**src/rtl/pwm_bank.sv**
```systemverilog
module pwm_bank #(
  parameter int NCH  = 4,
  parameter int CW   = 16,
  parameter int AW   = 12,
  parameter int PMAX = 10
) (
  input  logic          clk,
  input  logic          rst_n,
  input  logic [AW-1:0] bus_addr,
  input  logic          bus_we,
  input  logic [31:0]   bus_wdata,
  output logic [31:0]   bus_rdata,
  output logic [NCH-1:0] pwm_out
);
  localparam int CIW       = (NCH > 1) ? $clog2(NCH) : 1;
  localparam int CH_BASE   = 'h200;
  localparam int CH_STRIDE = 'h20;
  localparam int CH_END    = CH_BASE + NCH * CH_STRIDE;
  localparam logic [AW-1:0] A_ENA  = AW'('h04);
  localparam logic [AW-1:0] A_DIS  = AW'('h08);
  localparam logic [AW-1:0] A_STAT = AW'('h0C);

  logic [NCH-1:0] run;
  logic [3:0]     pres [NCH];
  logic           pol  [NCH];
  logic           tgt  [NCH];
  logic [CW-1:0]  duty [NCH];
  logic [CW-1:0]  per  [NCH];
  logic [CW-1:0]  updv [NCH];
  logic           pend [NCH];
  logic [CW-1:0]  cnt  [NCH];
  logic [PMAX-1:0] pcnt [NCH];

  logic [AW-1:0]  chrel;
  logic           in_ch;
  logic [CIW-1:0] ch_idx;
  logic [4:0]     ch_off;

  assign chrel  = bus_addr - AW'(CH_BASE);
  assign in_ch  = (int'(bus_addr) >= CH_BASE) && (int'(bus_addr) < CH_END);
  assign ch_idx = chrel[5 +: CIW];
  assign ch_off = chrel[4:0];

  always_ff @(posedge clk) begin
    if (!rst_n) run <= '0;
    else if (bus_we && bus_addr == A_ENA) run <= run | bus_wdata[NCH-1:0];
    else if (bus_we && bus_addr == A_DIS) run <= run & ~bus_wdata[NCH-1:0];
  end

  for (genvar i = 0; i < NCH; i++) begin : g_ch
    logic            sel, wr_mode, wr_duty, wr_per, wr_upd, tick, last;
    logic [3:0]      pe;
    logic [PMAX-1:0] mask;

    assign sel     = bus_we && in_ch && ch_idx == CIW'(i);
    assign wr_mode = sel && ch_off == 5'h00;
    assign wr_duty = sel && ch_off == 5'h04;
    assign wr_per  = sel && ch_off == 5'h08;
    assign wr_upd  = sel && ch_off == 5'h10;
    assign pe      = (int'(pres[i]) > PMAX) ? 4'(PMAX) : pres[i];
    assign mask    = PMAX'((32'd1 << pe) - 32'd1);
    assign tick    = (pcnt[i] & mask) == mask;
    assign last    = ({1'b0, cnt[i]} + 1'b1) >= {1'b0, per[i]};

    always_ff @(posedge clk) begin
      if (!rst_n) begin
        pres[i] <= '0; pol[i] <= 1'b0; tgt[i] <= 1'b0;
        duty[i] <= '0; per[i] <= '0; updv[i] <= '0; pend[i] <= 1'b0;
        cnt[i]  <= '0; pcnt[i] <= '0;
      end else begin
        if (wr_mode) begin
          pres[i] <= bus_wdata[3:0];
          pol[i]  <= bus_wdata[9];
          tgt[i]  <= bus_wdata[10];
        end
        if (!run[i]) begin
          cnt[i]  <= '0;
          pcnt[i] <= '0;
          if (wr_duty) duty[i] <= bus_wdata[CW-1:0];
          if (wr_per)  per[i]  <= bus_wdata[CW-1:0];
        end else begin
          pcnt[i] <= pcnt[i] + 1'b1;
          if (tick) begin
            if (last) begin
              cnt[i] <= '0;
              if (pend[i]) begin
                if (tgt[i]) per[i] <= updv[i];
                else        duty[i] <= updv[i];
                pend[i] <= 1'b0;
              end
            end else begin
              cnt[i] <= cnt[i] + 1'b1;
            end
          end
        end
        if (wr_upd) begin
          updv[i] <= bus_wdata[CW-1:0];
          pend[i] <= 1'b1;
        end
      end
    end

    assign pwm_out[i] = pol[i] ^ (run[i] && (cnt[i] < duty[i]));
  end

  always_comb begin
    bus_rdata = '0;
    if (bus_addr == A_STAT) bus_rdata = 32'(run);
    for (int i = 0; i < NCH; i++) begin
      if (in_ch && ch_idx == CIW'(i)) begin
        case (ch_off)
          5'h00:   bus_rdata = 32'(pres[i]) | (32'(pol[i]) << 9) | (32'(tgt[i]) << 10);
          5'h04:   bus_rdata = 32'(duty[i]);
          5'h08:   bus_rdata = 32'(per[i]);
          5'h10:   bus_rdata = 32'(updv[i]);
          default: bus_rdata = '0;
        endcase
      end
    end
  end
endmodule

```
**config.mk**
```make
export PLATFORM = sky130hd
export DESIGN_NAME = pwm_bank
export DESIGN_NICKNAME = d
export VERILOG_FILES = /design/src/rtl/pwm_bank.sv
export SDC_FILE = /design/constraint.sdc
export NUM_CORES = 1
export LEC_CHECK = 0
export BUFFER_PORTS_ARGS = -buffer_cell sky130_fd_sc_hd__buf_4
export CAP_MARGIN = 20
export CORE_AREA = 4 4 199 201
export CTS_CLUSTER_DIAMETER = 80
export CTS_CLUSTER_SIZE = 28
export DETAILED_ROUTE_END_ITERATION = 16
export DIE_AREA = 0 0 203 205
export PLACE_DENSITY = 0.78
export SKIP_LAST_GASP = 1
export SYNTH_ARGS = -nofsm -noshare
export SYNTH_HDL_FRONTEND = slang
export SYNTH_SLANG_ARGS = --single-unit
```
**constraint.sdc**
```tcl
create_clock -name clk -period 6 [get_ports clk]
set_input_delay 1.2 -clock clk [delete_from_list [all_inputs] [get_ports clk]]
set_output_delay 1.2 -clock clk [all_outputs]
set_load 0.005 [all_outputs]
```
# After elaboration in Yosys (flattened, before gate mapping)
# Memories as Yosys holds them, arrays and structs flattened.
# Index checks and enable logic that the tools add are counted.
dict set report totals {
  in_bits 47
  mem_bits_rw 324
  memories 9
  word_cells 448
  register_bits 4
}
dict set report op_classes {
  n_eq_ne 13
  n_addsub 17
  n_mux 276
  reduce_logical 35
  n_shift 4
  magnitude_cmp 14
  bitwise 79
}
# memory depth width read_ports rd_clocked_by_memory_dff write_ports line
set memory_table {}
lappend memory_table {cnt 4 16 4 0 4 31} ;# logic [CW-1:0] cnt [NCH];
lappend memory_table {duty 4 16 4 0 4 27} ;# logic [CW-1:0] duty [NCH];
lappend memory_table {per 4 16 4 0 4 28} ;# logic [CW-1:0] per [NCH];
lappend memory_table {updv 4 16 4 0 4 29} ;# logic [CW-1:0] updv [NCH];
lappend memory_table {pcnt 4 10 4 0 4 32} ;# logic [PMAX-1:0] pcnt [NCH];
lappend memory_table {pres 4 4 4 0 4 24} ;# logic [3:0] pres [NCH];
lappend memory_table {{3 more memories} -- -- -- -- -- --}
# operator n
set ops {}
lappend ops {{$mux W16} 32}
lappend ops {{$pmux W16 S4} 4}
lappend ops {{$mux W1} 217}
lappend ops {{$mux W32} 4}
lappend ops {{$mux W10} 8}
lappend ops {{$add A16 B1 Y17 const B} 4}
lappend ops {{$ge A17 B16 Y1} 4}
lappend ops {{$add A16 B1 Y16 const B} 4}
lappend ops {{$lt A16 B16 Y1} 4}
lappend ops {{$or A1 B1 Y1} 60}
lappend ops {{$mux W4} 11}
lappend ops {{$or A10 B11 Y11} 4}
lappend ops {{$add A10 B1 Y10 const B} 4}
lappend ops {{$and A10 B10 Y10} 4}
lappend ops {{$eq A10 B10 Y1} 4}
lappend ops {{$or A4 B10 Y10} 4}
lappend ops {{$shl A1 B4 Y10 const A} 4}
lappend ops {{$sub A10 B1 Y10 const B} 4}
lappend ops {{$logic_and A1 B1 Y1} 32}
lappend ops {{$eq A12 B4 Y1 const B} 2}
lappend ops {{$gt A4 B4 Y1 const B} 4}
lappend ops {{$eq A12 B3 Y1 const B} 1}
lappend ops {{$ge A12 B10 Y1 const B} 1}
lappend ops {{$lt A12 B10 Y1 const B} 1}
lappend ops {{other kinds (13)} 17}

# Logic depth before layout (Yosys ltp)
# Gate-level depths: netlist of run 1.
# An unclocked memory read counts as a cell.
dict set report depth {
  ltp_word 13
  mapped_depth 13
}

# Least setup slack after synthesis of run 1
# OpenSTA, ideal clock, no wires.
dict set report synth_timing {
  kind {flip-flop to flip-flop}
  from {mem cnt[1][0]}
  to {mem duty[1][0] (enable)}
  n_path_buf 1
  stages_incl_launch_ff 13
  arrival_time_ps 3861
  setup_ps 411
  required_time_ps 5589
  setup_slack_ps 1728
  cell_sequence {edfxtp_1 ha_1 and4_1 clkbuf_1 and3_1 xor2_1 ha_1 nand4_1 nor4_1 o21ai_0 and4_1 or2_2 o21ai_0}
}
# item line
set synth_rtl {}
lappend synth_rtl {{start, declared} 31}
lappend synth_rtl {{end, declared} 27}

# Worst setup path after layout of run 1
dict set report layout_timing {
  from {in bus_addr[4]}
  to {out bus_rdata[0]}
}
dict set report layout_between {
  elab_chain_len 7
  word_cells_on_any_way 26
  cone_classes {add/sub: 1; order compare: 2; eq/ne: 7; mux: 9; reduce/logical: 7}
}
# item line
set layout_rtl {}
lappend layout_rtl {{start, declared} 9} ;# input logic [AW-1:0] bus_addr,
lappend layout_rtl {{$sub A7 B1 Y7, or another cell as far along} 39} ;# assign chrel = bus_addr - AW'(CH_BASE);
lappend layout_rtl {{$eq A5 B5 Y1, or another cell as far along} 111} ;# case (ch_off)
lappend layout_rtl {{$pmux W16 S4 or $logic_and A1 B1 Y1 (tied branches)} {111, 110}}
lappend layout_rtl {{$mux W32 (3 in a row)} 110} ;# if (in_ch && ch_idx == CIW'(i)) begin
lappend layout_rtl {{$mux W32 (*)} 110}
lappend layout_rtl {{end, declared} 12} ;# output logic [31:0] bus_rdata,
# Every way passes the cells marked *; elsewhere a longest branch is shown, timed or not.

==> run summary, run 1 <==
outcome: completed
Worst R2R Start: cnt[3][0]$_SDFFCE_PN0P_
Min-Delay Path Class: reg2reg
syn avg cell area: 10.8 sq um
clock group share of total power: 34.5%
slowest CP cell: a222oi_1
Port Buf Inserts: 50
Crit path required time: 4.80 ns
Placer Congestion: 0.955
detailed placer's ending HPWL: 41.8 mm
Post-CTS Hold Buffers: 0
post-synthesis adder-cell area fraction: 8.35%
top_reg_cell synth: edfxtp_1
crit path max fanout: 33
Post-DRT Antenna Nets: 0
postcts setup bufs: 0
Post-synth EDFFs: 321
first-pass GRT wire length: 88.5 mm
final setup TNS: 0 ns
main combinational cell family by area after synthesis: simple AND/OR/NAND/NOR gates
largest net degree at the start of global routing: 63
slowest stage delay, CP: 0.56 ns
worst relative slew slack: 19.4%
Layout Area Growth over Synthesis: 8.28%
WP buf/inv: 3
largest area contributor in the netlist: edfxtp_1
Post-Syn Area: 0.0205 sq mm
Residual DRC: 0
worst skew pair latency: 0.55 ns
Seq/Total Area, Yosys: 47.7%
Int Pwr: 3390 uW
Clock Pin Slew Worst Setup and Hold Paths: 0.10 ns
vias in the first global route: 15400
mux cell area share after synthesis: 1.18%
fmax: 196 MHz
kind of launch point of the worst setup path: input port
Detailed Routing Iterations Pass 1: 10
Final WS setup: 0.907 ns
critical path's top delay family: compound AO/OA/AOI/OAI gates
Vias/cell: 6.52
Initial Util: 54.6%
dpl ws: 1.02 ns
Core ar.: 0.0376 sq mm
CTS buffer count: 20
Cells after DPL: 2422
XOR/XNOR Fraction of Synth Area: 4.01%
DR WL/cell: 23.3 microns
initial antenna violation count: 0
Reg power frac: 58.7%
met1 Use GR: 38.1%
Slew @ Worst Pin: 1.21 ns
RSZ-0062 raised after global routing: false
Worst R2R Path Depth: 12
most common cell in the netlist: edfxtp_1
pwr dens: 205 mW/mm^2
Routed WL: 57.5 mm
Cell variety after synth: 82
Root Driver: clkbuf_16
synth top area cells: edfxtp_1 47%, ha_1 8.3%, a22o_1 4.1%
Global Route Usage Sum: 26.9%
DIE AREA: 0.0416 sq mm
R2R Setup Slk: 1.73 ns
CP Capture Type: output pin
Synth Area in Simple Gates: 16.8%
Synth Register Bits: 328
H-tree depth: 1
RR Endpoint: duty[3][0]$_DFFE_PP_
leak pwr: 0.00891 uW
maximum clock path buffer count: 3
IO Count: 83
antenna diode count: 0
post-synthesis compound-gate area fraction: 16.5%
post-CTS resize count: 0
Hold Vio Cnt, Final: 0
share of cells above drive strength 1: 8.90%
Critical Path AT: 3.89 ns
post-route minimum period: 5.09 ns
NumNets Final: 2123
switching power: 1170 uW
met3 Usage GRT: 5.16%
WHS Path Cells: 2
CTS tree: built
Iter 0 DRT Violations: 2542
ys async rst share: 0%
max-cap violations: 0
crit-path most repeated cell: buf_4
Layout Skew: 0.0273 ns
# rows: 71
WHS Endpoint: pend[2]$_DFF_P_
Pwr Total: 4560 uW
power share of the combinational group: 6.8%
die height: 205 microns
hold slack: 0.557 ns
Slew Limit Fails: 0
fin cells: 2465
GRT overflow: 0
grt peak-use layer: met2
CP Class: in2out
via count: 16100
Worst VDD drop: 168 uV
Synth Instances: 1904
Setup Viol. Count Final: 0
top cells by count, synth: 321 x edfxtp_1, 143 x inv_1, 136 x ha_1
Clock Sinks: 328
switching share of power: 25.7%
M2 GR Usage: 42.7%
Yosys top cell area share: 47.0%
DIE WIDTH: 203 microns
YS warnings: 0
Fillers: 3046
hold_sp: pend[2]$_DFF_P_
final worst path period share: 84.9%
worst-path cell chain: buf_4, and3b_2, buf_4, a222oi_1, o22ai_1, a211oi_1, o21ai_0, buf_4
power groups by stage:
stage	Sequential, uW	Combinational, uW	Clock, uW
after floorplan	2680	209	0
after global placement	2720	286	0
after detailed placement	2720	297	0
after CTS	2670	300	1580
after global routing	2680	335	1670
final	2670	308	1570
state kept, by name, summed over array words and instances (netlist names), named ones only:
signal	flops
cnt	64
pol	4
duty	64
per	64
updv	64
pend	4
pres	16
tgt	4
pcnt	40
layout by cell type, fill, tap and decap left out, drive strengths merged, types with 33 or more instances in the layout:
cell type	count
edfxtp	321
inv	148
ha	136
nand2	113
nor2	97
and2	97
a22o	96
buf	89
nand3	81
o21ai	67
a222oi	60
conb	56
xor2	54
a21oi	43
xnor2	40
a21o	37
nor4b	36
nor2b	33
worst min-delay path, stage by stage, from the launching register on:
cell     delay (ns)
dfxtp_1        0.33
a21oi_1        0.14
a21oi_1        0.05
logic make-up after synthesis:
| group | after synthesis |
|---|---|
| fa+ha+maj | 137 |
| buf+inv | 273 |
| flops | 328 |
| xor+xnor | 94 |
| mux | 22 |
| other cells | 2 |
| compound gates | 430 |
| simple gates | 618 |
area by class of cell:
class / instances / area, sq um / share of cell area (%)
Tap cell: 511 / 639 / 2.88
Multi-Input combinational cell: 1357 / 9870 / 44.4
Timing Repair Buffer: 90 / 683 / 3.08
Sequential cell: 328 / 9780 / 44.0
Inverter: 143 / 537 / 2.42
Clock inverter: 12 / 164 / 0.738
Clock buffer: 24 / 537 / 2.42
how the worst max path moves through the flow:
| stage | end | depth (start not counted) | slack (ns) | start |
|---|---|---|---|---|
| floorplan | duty[1][0]$_DFFE_PP_ | 12 | 1.73 | cnt[1][0]$_SDFFCE_PN0P_ |
| finish | bus_rdata[0] | 8 | 0.91 | bus_addr[4] |
| detailed placement | bus_rdata[0] | 8 | 1.02 | bus_addr[4] |
| global route | bus_rdata[2] | 8 | 0.85 | bus_addr[4] |
| CTS | bus_rdata[0] | 8 | 1.03 | bus_addr[4] |
| global placement | bus_rdata[0] | 8 | 1.05 | bus_addr[4] |
per-layer routing:
metal | vias up | share of wire, % | routed length, microns
li1 | 7219 | - | -
met1 | 7695 | 40 | 22800
met2 | 1031 | 45 | 25800
met3 | 123 | 13 | 7190
met4 | 0 | 2.9 | 1650
met5 | - | 0 | 0
per-stage QoR:
stage / cell area, sq um / util [%]
global route: 22200 / 59.1
floorplan: 20700 / -
finish: 22200 / 59.1
detailed placement: 21500 / 57.1
global placement: 21400 / 57.1
CTS: 22200 / 59.0
No activity file was read; power rests on OpenSTA's default activity.
==> run 2: changes to the inputs <==
--- a/config.mk
+++ b/config.mk
@@ -12,7 +12,7 @@
 export CTS_CLUSTER_SIZE = 28
 export DETAILED_ROUTE_END_ITERATION = 16
 export DIE_AREA = 0 0 203 205
-export PLACE_DENSITY = 0.78
+export PLACE_DENSITY = 0.81
 export SKIP_LAST_GASP = 1
 export SYNTH_ARGS = -nofsm -noshare
 export SYNTH_HDL_FRONTEND = slang
==> constraint.sdc (replaced) <==
create_clock -name clk -period 4.5 [get_ports clk]
set_input_delay 0.9 -clock clk [delete_from_list [all_inputs] [get_ports clk]]
set_output_delay 0.9 -clock clk [all_outputs]
set_load 0.005 [all_outputs]
==> run summary, run 2 (synthesized netlist as in run 1, its figures left out) <==
fmax: 244 MHz
kind of launch point of the worst setup path: input port
CP Capture Type: output pin
final worst path period share: 91.1%
Iter 0 DRT Violations: 2668
Vias/cell: 6.49
most frequent cells in the layout: 321 x edfxtp_1, 143 x inv_1, 136 x ha_1
Critical Path AT: 3.20 ns
via count: 16200
worst skew pair latency: 0.57 ns
crit path max fanout: 18
worst relative slew slack: 33.0%
Slew Limit Fails: 0
# rows: 71
IO Count: 83
Pwr Total: 6120 uW
Crit path required time: 3.60 ns
Min-Delay Path Class: reg2reg
Worst VDD drop: 200 uV
postcts setup bufs: 0
Initial Util: 54.6%
RSZ-0062 raised after global routing: false
CTS buffer count: 20
Port Buf Inserts: 50
leak pwr: 0.00903 uW
share of cells above drive strength 1: 10.1%
first-pass GRT wire length: 90.1 mm
maximum clock path buffer count: 3
design area: 0.0224 sq mm
CP Class: in2out
post-CTS resize count: 0
Layout Skew: 0.0342 ns
Hold Vio Cnt, Final: 0
DR WL/cell: 23.1 microns
Final WS setup: 0.402 ns
detailed placer's ending HPWL: 41.3 mm
Post-DRT Antenna Nets: 0
NumNets Final: 2147
DP Area: 0.0217 sq mm
M2 GR Usage: 43.9%
most common cell after layout, fill and taps aside: edfxtp_1
DIE WIDTH: 203 microns
Core ar.: 0.0376 sq mm
Detailed Routing Iterations Pass 1: 9
Clock Pin Slew Worst Setup and Hold Paths: 0.10 ns
final setup TNS: 0 ns
Layout Area Growth over Synthesis: 9.24%
Root Driver: clkbuf_16
initial antenna violation count: 2
Placer Congestion: 0.960
pwr dens: 273 mW/mm^2
max-cap violations: 0
die height: 205 microns
outcome: completed
Global Route Usage Sum: 27.3%
Routed WL: 57.5 mm
Slew @ Worst Pin: 0.995 ns
DIE AREA: 0.0416 sq mm
post-route minimum period: 4.10 ns
met3 Usage GRT: 4.94%
vias in the first global route: 16000
Residual DRC: 0
Post-CTS Hold Buffers: 0
Setup Viol. Count Final: 0
met1 Use GR: 38.3%
dpl ws: 0.501 ns
GRT overflow: 0
H-tree depth: 1
Clock Sinks: 328
largest net degree at the start of global routing: 37
CTS tree: built
grt peak-use layer: met2
[run 2: cell types whose count changed in the layout (fill, tap and decap cells not counted), sizes merged]
cell	delta
clkinv	-4
diode	+2
clkbuf	-3
buf	+25
clkinvlp	+1
inv	+5
[run 2: area by class of cell]
cell class / instances / area [sq um]
diodes: 2 / 5.00
clock buffers: 22 / 529
clock inverters: 14 / 179
fillers: 3038 / 15200
inverters: 143 / 537
multi-input cells: 1357 / 9870
flip-flops and latches: 328 / 9780
well taps: 511 / 639
repair buffers: 114 / 868
[run 2: worst paths after layout]
path,cells after the start,to,slack [ns],start
hold / removal,2,pend[2]$_DFF_P_,0.57,pend[2]$_DFF_P_
hold reg to reg,2,pend[2]$_DFF_P_,0.57,pend[2]$_DFF_P_
setup / recovery,9,bus_rdata[10],0.40,bus_addr[4]
setup reg to reg,13,duty[0][14]$_DFFE_PP_,0.48,cnt[0][0]$_SDFFCE_PN0P_
[run 2: critical path, cell delays in order]
cell	delay [ns]
buf_4	0.18
nor3_1	0.26
and3b_2	0.59
buf_4	0.35
a21oi_1	0.10
o221ai_1	0.08
o21ai_0	0.12
o22ai_1	0.41
buf_4	0.20
[run 2: report_power, final]
group / internal [uW] / total, uW / switching, uW
combinational: 144 / 427 / 283
sequential: 3450 / 3560 / 112
clock: 936 / 2130 / 1200
total: 4530 / 6120 / 1590
[run 2: per-stage QoR]
stage	util, %	hold slack, ns	std cells
4_1_cts	59.6	0.564	2488
2_1_floorplan	-	0.485	1958
5_1_grt	59.6	0.611	2489
3_3_place_gp	57.7	0.546	2452
6_report	59.6	0.569	2491
3_5_place_dp	57.7	0.549	2452
[run 2: metal layers]
metal	share of wire, %	vias to the layer above
li1	-	7267
met1	39	7777
met2	46	985
met3	12	134
met4	3.3	0
met5	0	-
